$ cat config.mk
export PLATFORM = sky130hd
export DESIGN_NAME = hzd_ctrl
export DESIGN_NICKNAME = d
export VERILOG_FILES = /design/src/rtl/hzd_pkg.sv /design/src/rtl/hzd_load_use.sv /design/src/rtl/hzd_squash.sv /design/src/rtl/hzd_valid_track.sv /design/src/rtl/hzd_ctrl.sv
export SDC_FILE = /design/constraint.sdc
export NUM_CORES = 1
export LEC_CHECK = 0
export BUFFER_PORTS_ARGS = -buffer_cell sky130_fd_sc_hd__buf_2
export CORE_MARGIN = 2
export CORE_UTILIZATION = 26
export CTS_CLUSTER_SIZE = 25
export DETAILED_ROUTE_END_ITERATION = 7
export PLACE_DENSITY = 0.83
export SYNTH_ARGS = -nofsm -noshare
export SYNTH_HDL_FRONTEND = slang
export SYNTH_SLANG_ARGS = --single-unit
$ cat constraint.sdc
create_clock -name clk_i -period 2.23 [get_ports clk_i]
set_input_delay 0.446 -clock clk_i [delete_from_list [all_inputs] [get_ports clk_i]]
set_output_delay 0.446 -clock clk_i [all_outputs]
set_load 0.1 [all_outputs]
$ cat src/rtl/hzd_pkg.sv
package hzd_pkg;
  typedef enum logic {
    RES_EX = 1'b0,
    RES_ID = 1'b1
  } res_stage_e;

  function automatic int squash_depth(res_stage_e stage, bit dslot);
    return (stage == RES_EX ? 2 : 1) - (dslot ? 1 : 0);
  endfunction
endpackage

$ cat src/rtl/hzd_load_use.sv
module hzd_load_use #(
  parameter int RW = 5
) (
  input  logic          clk_i,
  input  logic          rst_ni,
  input  logic          ifid_vld_i,
  input  logic          idex_vld_i,
  input  logic [RW-1:0] rs1_i,
  input  logic [RW-1:0] rs2_i,
  input  logic          load_i,
  input  logic [RW-1:0] rd_i,
  output logic          luse_o
);
  logic rd_nz, hit;

  assign rd_nz  = |rd_i;
  assign hit    = (rd_i == rs1_i) || (rd_i == rs2_i);
  assign luse_o = ifid_vld_i && idex_vld_i && load_i && rd_nz && hit;


  zero_dest_chk: assert property (@(posedge clk_i) disable iff (!rst_ni)
    (rd_i == '0) |-> !luse_o);
endmodule

$ cat src/rtl/hzd_squash.sv
module hzd_squash
  import hzd_pkg::*;
#(
  parameter res_stage_e RES_STAGE  = RES_EX,
  parameter bit         DELAY_SLOT = 1'b0
) (
  input  logic clk_i,
  input  logic rst_ni,
  input  logic ifid_vld_i,
  input  logic idex_vld_i,
  input  logic br_taken_i,
  output logic take_o,
  output logic ifid_flush_o,
  output logic idex_flush_o
);
  localparam int DEPTH = squash_depth(RES_STAGE, DELAY_SLOT);

  // branch only counts from an occupied resolving stage
  generate
    if (RES_STAGE == RES_EX) begin : g_res_ex
      assign take_o = br_taken_i && idex_vld_i;
    end else begin : g_res_id
      assign take_o = br_taken_i && ifid_vld_i;
    end
  endgenerate

  generate
    if (DEPTH >= 2) begin : g_d2
      assign ifid_flush_o = take_o;
      assign idex_flush_o = take_o;

      two_deep_chk: assert property (@(posedge clk_i) disable iff (!rst_ni)
        ifid_flush_o |-> idex_flush_o);
    end else if (DEPTH == 1) begin : g_d1
      assign ifid_flush_o = take_o;
      assign idex_flush_o = 1'b0;

      one_deep_chk: assert property (@(posedge clk_i) disable iff (!rst_ni)
        ifid_flush_o |-> !idex_flush_o);
    end else begin : g_d0
      assign ifid_flush_o = 1'b0;
      assign idex_flush_o = 1'b0;

      no_squash_chk: assert property (@(posedge clk_i) disable iff (!rst_ni)
        take_o |-> !ifid_flush_o && !idex_flush_o);
    end
  endgenerate
endmodule

$ cat src/rtl/hzd_valid_track.sv
module hzd_valid_track (
  input  logic clk_i,
  input  logic rst_ni,
  input  logic ifid_we_i,
  input  logic ifid_flush_i,
  input  logic idex_clear_i,
  output logic ifid_vld_o,
  output logic idex_vld_o
);
  logic ifid_q, idex_q;

  always_ff @(posedge clk_i or negedge rst_ni) begin
    if (!rst_ni) begin
      ifid_q <= 1'b0;
      idex_q <= 1'b0;
    end else begin
      if (ifid_flush_i)   ifid_q <= 1'b0;
      else if (ifid_we_i) ifid_q <= 1'b1;
      idex_q <= idex_clear_i ? 1'b0 : ifid_q;
    end
  end

  assign ifid_vld_o = ifid_q;
  assign idex_vld_o = idex_q;


  ifid_flush_clr_chk: assert property (@(posedge clk_i) disable iff (!rst_ni)
    ifid_flush_i |=> !ifid_vld_o);

  idex_clear_clr_chk: assert property (@(posedge clk_i) disable iff (!rst_ni)
    idex_clear_i |=> !idex_vld_o);
endmodule

$ cat src/rtl/hzd_ctrl.sv
module hzd_ctrl
  import hzd_pkg::*;
#(
  parameter int         RW         = 5,
  parameter int         AW         = 32,
  parameter res_stage_e RES_STAGE  = RES_EX,
  parameter bit         DELAY_SLOT = 1'b0
) (
  input  logic          clk_i,
  input  logic          rst_ni,
  input  logic [RW-1:0] ifid_rs1_i,
  input  logic [RW-1:0] ifid_rs2_i,
  input  logic          idex_load_i,
  input  logic [RW-1:0] idex_rd_i,
  input  logic          br_taken_i,
  input  logic [AW-1:0] br_target_i,
  output logic          pc_we_o,
  output logic          ifid_we_o,
  output logic          idex_bubble_o,
  output logic          ifid_flush_o,
  output logic          idex_flush_o,
  output logic          pc_redirect_o,
  output logic [AW-1:0] pc_target_o,
  output logic          ifid_vld_o,
  output logic          idex_vld_o
);
  logic luse, take, stall, ifid_vld, idex_vld;

  hzd_load_use #(.RW(RW)) u_luse (
    .clk_i      (clk_i),
    .rst_ni     (rst_ni),
    .ifid_vld_i (ifid_vld),
    .idex_vld_i (idex_vld),
    .rs1_i      (ifid_rs1_i),
    .rs2_i      (ifid_rs2_i),
    .load_i     (idex_load_i),
    .rd_i       (idex_rd_i),
    .luse_o     (luse)
  );

  hzd_squash #(.RES_STAGE(RES_STAGE), .DELAY_SLOT(DELAY_SLOT)) u_sq (
    .clk_i        (clk_i),
    .rst_ni       (rst_ni),
    .ifid_vld_i   (ifid_vld),
    .idex_vld_i   (idex_vld),
    .br_taken_i   (br_taken_i),
    .take_o       (take),
    .ifid_flush_o (ifid_flush_o),
    .idex_flush_o (idex_flush_o)
  );

  // taken branch overrides the stall
  assign stall         = luse && !take;
  assign pc_we_o       = !stall;
  assign ifid_we_o     = !stall;
  assign idex_bubble_o = stall;
  assign pc_redirect_o = take;
  assign pc_target_o   = take ? br_target_i : '0;

  hzd_valid_track u_vt (
    .clk_i        (clk_i),
    .rst_ni       (rst_ni),
    .ifid_we_i    (ifid_we_o),
    .ifid_flush_i (ifid_flush_o),
    .idex_clear_i (idex_bubble_o || idex_flush_o),
    .ifid_vld_o   (ifid_vld),
    .idex_vld_o   (idex_vld)
  );

  assign ifid_vld_o = ifid_vld;
  assign idex_vld_o = idex_vld;


  stall_freeze_chk: assert property (@(posedge clk_i) disable iff (!rst_ni)
    idex_bubble_o |-> !pc_we_o && !ifid_we_o);

  stall_once_chk: assert property (@(posedge clk_i) disable iff (!rst_ni)
    idex_bubble_o |=> !idex_bubble_o && !idex_vld_o);

  flush_wins_chk: assert property (@(posedge clk_i) disable iff (!rst_ni)
    pc_redirect_o |-> !idex_bubble_o && pc_we_o);

  target_chk: assert property (@(posedge clk_i) disable iff (!rst_ni)
    pc_redirect_o |-> pc_target_o == br_target_i);

  empty_stage_chk: assert property (@(posedge clk_i) disable iff (!rst_ni)
    (!ifid_vld_o && !idex_vld_o) |-> !pc_redirect_o && !idex_bubble_o);
endmodule

Word-level counts from Yosys, hierarchy flattened --
Cells that the tools add are included. W data, S select, Z words.
Word-level totals: output and inout bits 40, register bits after elaboration 2, word-level logic and storage cells 20
Operators by class: equality and inequality tests 3, reduce and logical (&&, ||, !) cells 11, multiplexer cells 4
Operator list (number):
- $mux W32 | 1
- $eq A5 B5 Y1 | 2
- $logic_and A1 B1 Y1 | 6
- $reduce_or A5 Y1 | 1
- $mux W1 | 3
- $logic_not A1 Y1 | 2
- $logic_or A1 B1 Y1 | 2
- $ne A2 B1 Y1 const B | 1

Logic depth before layout (Yosys ltp) --
depth in word-level cells 7, gate-level depth with buffers 5, depth with buffers taken out 4

Cells and area by module --
Synthesis repeated with hierarchy kept, for this count alone.
Second synthesis, totals: cell total of the unflattened synthesis 63, area, all modules 455.4 um^2
By module, submodules not included:
- hzd_ctrl | seq. area each 0.0 um^2, instances 1, area each 239.0 um^2, cells each 39
- hzd_load_use | seq. area each 0.0 um^2, instances 1, area each 128.9 um^2, cells each 17
- hzd_valid_track | seq. area each 50.0 um^2, instances 1, area each 66.3 um^2, cells each 4
- hzd_squash | seq. area each 0.0 um^2, instances 1, area each 21.3 um^2, cells each 3

Worst setup path before layout --
Ideal clock, no wire load.
path type flip-flop to output port, start reg u_vt.idex_q (netlist: u_vt.idex_vld_o), end out pc_we_o, stages on the path, launching flop included 5, setup slack -0.876 ns, arrival time 2.660 ns, cell sequence dfrtp_1 > nand3_1 > a21oi_1 > nand3_1 > buf_4
On the way: cells in the longest elaborated chain, start to end 6
Ends and longest elaborated chain:
- start, declared | line hzd_valid_track.sv:10 | logic ifid_q, idex_q;
- start signal, assigned | line hzd_valid_track.sv:19 | idex_q <= idex_clear_i ? 1'b0 : ifid_q;
- $logic_and A1 B1 Y1 (4 in a row) | line hzd_load_use.sv:18 | assign luse_o = ifid_vld_i && idex_vld_i && load_i && rd_nz && hit;
- $logic_and A1 B1 Y1 (*) | line hzd_ctrl.sv:53 | assign stall = luse && !take;
- $logic_not A1 Y1 (*)
- end, declared | line hzd_ctrl.sv:17 | output logic pc_we_o,
Mark *: on every way between the ends. The rest lies on a longest branch, timed or not.

Worst setup path after layout --
start reg u_vt.idex_q (netlist: u_vt.idex_vld_o), end out idex_bubble_o
On the way: cells in the longest elaborated chain, start to end 5
Ends and longest elaborated chain:
- $logic_and A1 B1 Y1 (4 in a row) | line hzd_load_use.sv:18
- $logic_and A1 B1 Y1 (*) | line hzd_ctrl.sv:53
- end, declared | line hzd_ctrl.sv:19 | output logic idex_bubble_o,
Marks and branches as above.

==> results by stage <==
Timing:
- The count of endpoints failing setup in the final report is 0.
- Setup repair after global routing left no endpoint under its margin.
- The normalized max-slew margin is 0.6711.
- The number of hold violations in the final report is 0.
- The clock period could shrink to between 2 and 2.5 ns.
- At the pin with the least slew margin, the transition time is ~0.5 ns.
- In the finished design, the share of the clock period the worst path needs comes to 0.9443.
- The upper clock frequency limit is between 400 and 500 MHz.
- For the final database, setup skew stands at between 0.0015 and 0.002 ns.
- The worst hold slack is 0.5455 ns.
- After routing, the total negative slack on setup checks comes to 0 ns.
- The max-slew violation total from the final report is 0.

Placement:
- The congestion estimate from routability-driven global placement came to 0.7850.
- Summed over all nets, the half-perimeter wirelength after detailed placement is about 1600 um.
- The number of port buffers is 90.
- Once placement completed, the tool counted placed cells totaling 166.

Pwr:
- The total leakage power is about 0.69 nW.
- Across the VDD grid, the largest voltage drop is 0.0003283 V.
- Dividing total power by cell area gives a power density of 722.0 nW/um^2.

Critical path:
- Data on the critical path arrives at its endpoint at 1.66 ns.
- The kind of launch point of the worst setup path is a register.
- Of all nets on the critical path, the largest fanout is 35.
- The count of cells along the worst register-to-register path is 3.
- The kind of critical path is register to primary output.
- STA classifies the critical path endpoint as a primary output.
- The required time of the worst setup path is 1.78 ns.

Floorplanning:
- From left edge to right edge, the die measures 46.03 um.
- The initial standard-cell utilization of the core is 0.2719.
- The die area is approximately 2100 um^2.
- The die is 46.03 um tall.
- The floorplan has 15 rows.
- The region available for standard cell placement spans 1689 um^2.
- During I/O placement, the number of pins put on the boundary was 91.

Global routing:
- The global-route total usage across every layer is 0.1691.
- The total global routing overflow is 0.
- The first global-routing pass estimated 2580 um of wire.
- The initial antenna violation count came to 0.
- The number of global-route vias before repair is 673.
- The largest net degree at the start of global routing is 36.

Synthesis:
- The Yosys step of the flow raised 0 warnings.
- The share of the Yosys chip area taken by registers is 0.1090.
- When the netlist entered floorplanning its net count stood at 119.
- The count of cell types in the netlist is 12.
- The post-synthesis sequential element count is 2.
- The mapped netlist covers around 460 um^2.
- Each instance of the synthesized netlist takes up on average 6.753 um^2.
- The post-synthesis cell count is 68.

Clock tree:
- CTS saw 2 sinks.
- The post-CTS setup-driven buffer insertion count is 0.
- Counting along the longest clock path gives a buffer depth of 2.
- The cell sitting at the root of the clock tree is a sky130_fd_sc_hd__clkbuf_4.
- The clock transition at the registers of the reported paths is 0.03 ns.
- The TritonCTS clock tree is yes.
- The deepest level of the CTS H-tree is 1.
- The number of hold buffers added after CTS was 1.
- The post-cts sizing count is 0.
- The clock insertion delay at the later pin of the skew report is 0.22 ns.
- The number of clock buffers added by TritonCTS is 3.

Worst hold path:
- The path category of the worst min-delay check is register to register.
- The worst hold path passes through 2 cells.

Status:
- The run finished with clean final reports.

Drt:
- The number of nets with antenna violations after detailed routing is 0.
- The final layout contains routed wiring with a total length of 1913 um.
- Using the TritonRoute via totals, the vias-per-cell ratio works out to 4.847.
- The number of remaining DRC errors is 0.
- For this run, the detailed router's first-pass iteration total came to 4.
- The detailed router's first-iteration violation count is 7.
- The total via count after detailed routing is slightly above 800.
- In the final routed layout, each cell accounts on average for 11.25 um.

Layout:
- The final cell count without fillers is 170.
- The layout net count is 206.
- The most common cell after layout, fill and taps aside is sky130_fd_sc_hd__buf_2.
- The number of antenna diodes in the final layout is 0.
- The top cell types in the final layout, fill and taps aside, are sky130_fd_sc_hd__buf_2, sky130_fd_sc_hd__and3_1, sky130_fd_sc_hd__xnor2_1, sky130_fd_sc_hd__buf_12, sky130_fd_sc_hd__nand2_1.
- The proportion of layout cells with a drive suffix above 1 is 0.6471.
- The area growth from synthesis to layout is 124.5%.

Job:
- The count of max-cap constraint violations is 0.
routing by layer:
metal	wire length, um	track usage
met5	0	0
met4	0	0.05143
met3	201	0.05952
met2	1053	0.3417
met1	658	0.1502
power by group:
group | internal (mW) | switching, mW | leakage (nW) | total (mW)
Sequential | 0.0442 | 0.0223 | 0.0203 | 0.0665
Combinational | 0.127 | 0.470 | 0.657 | 0.597
Clock | 0.0594 | 0.0210 | 0.0138 | 0.0804
synth_stat cells (all sizes together):
cell    count  area share
a21oi       2       0.022
dfrtp       2        0.11
xnor2      10        0.19
inv         1      0.0082
nor3        1       0.011
nand2       4       0.033
o22ai       1       0.027
and3       33        0.45
buf         3       0.049
nor2        1      0.0082
clkbuf      6       0.049
nand3       4       0.044
final timing paths:
path	startpoint	endpoint	slack [ns]
setup / recovery	u_vt.idex_vld_o	idex_bubble_o	0.12
hold / removal	u_vt.ifid_vld_o	u_vt.idex_vld_o	0.55
setup reg to reg	u_vt.idex_vld_o	u_vt.idex_vld_o	0.97
hold reg to reg	u_vt.ifid_vld_o	u_vt.idex_vld_o	0.55
max in group asynchronous	rst_ni	u_vt.idex_vld_o	1.56
min in group asynchronous	rst_ni	u_vt.ifid_vld_o	0.56
sequential cells by signal, summed over array words and instances, names as in the netlist:
signal           flops
u_vt.idex_vld_o      1
u_vt.ifid_vld_o      1
cell type report:
type                    instances  area (um^2)
clock buffers                   3        22.52
fillers                       149        658.1
inverters                       1        7.507
multi-input cells              56        374.1
flip-flops and latches          2        55.05
well taps                      17        21.27
repair buffers                 91        550.5
kinds of logic (layout without fill, tap and decap cells):
kind of cell              Yosys count  after routing  synth area share
AOI/OAI and AO/OA                   3              3           0.04904
xor gates and xnor gates           10             10            0.1907
buffers and inverters              10             95            0.1063
DFF                                 2              2            0.1090
and+or+nand+nor                    43             43            0.5449
critical path, cell delays in order, from the launching register on:
cell,delay [ns]
sky130_fd_sc_hd__dfrtp_4,0.56
sky130_fd_sc_hd__nand3_1,0.11
sky130_fd_sc_hd__a21oi_1,0.32
sky130_fd_sc_hd__and3_2,0.27
sky130_fd_sc_hd__buf_12,0.17
stage by stage:
step	worst slack, ns	area [um^2]	util	power (mW)
global route	0.02546	1031	0.6104	0.7758
global placement	0.2940	998.5	0.5911	0.6560
finish	0.1243	1031	0.6104	0.7443
floorplan	0.02423	481.7	-	0.5419
CTS	0.1174	1031	0.6104	0.7488
detailed placement	0.2169	998.5	0.5911	0.6639
Power figures use the tool's default switching activity.
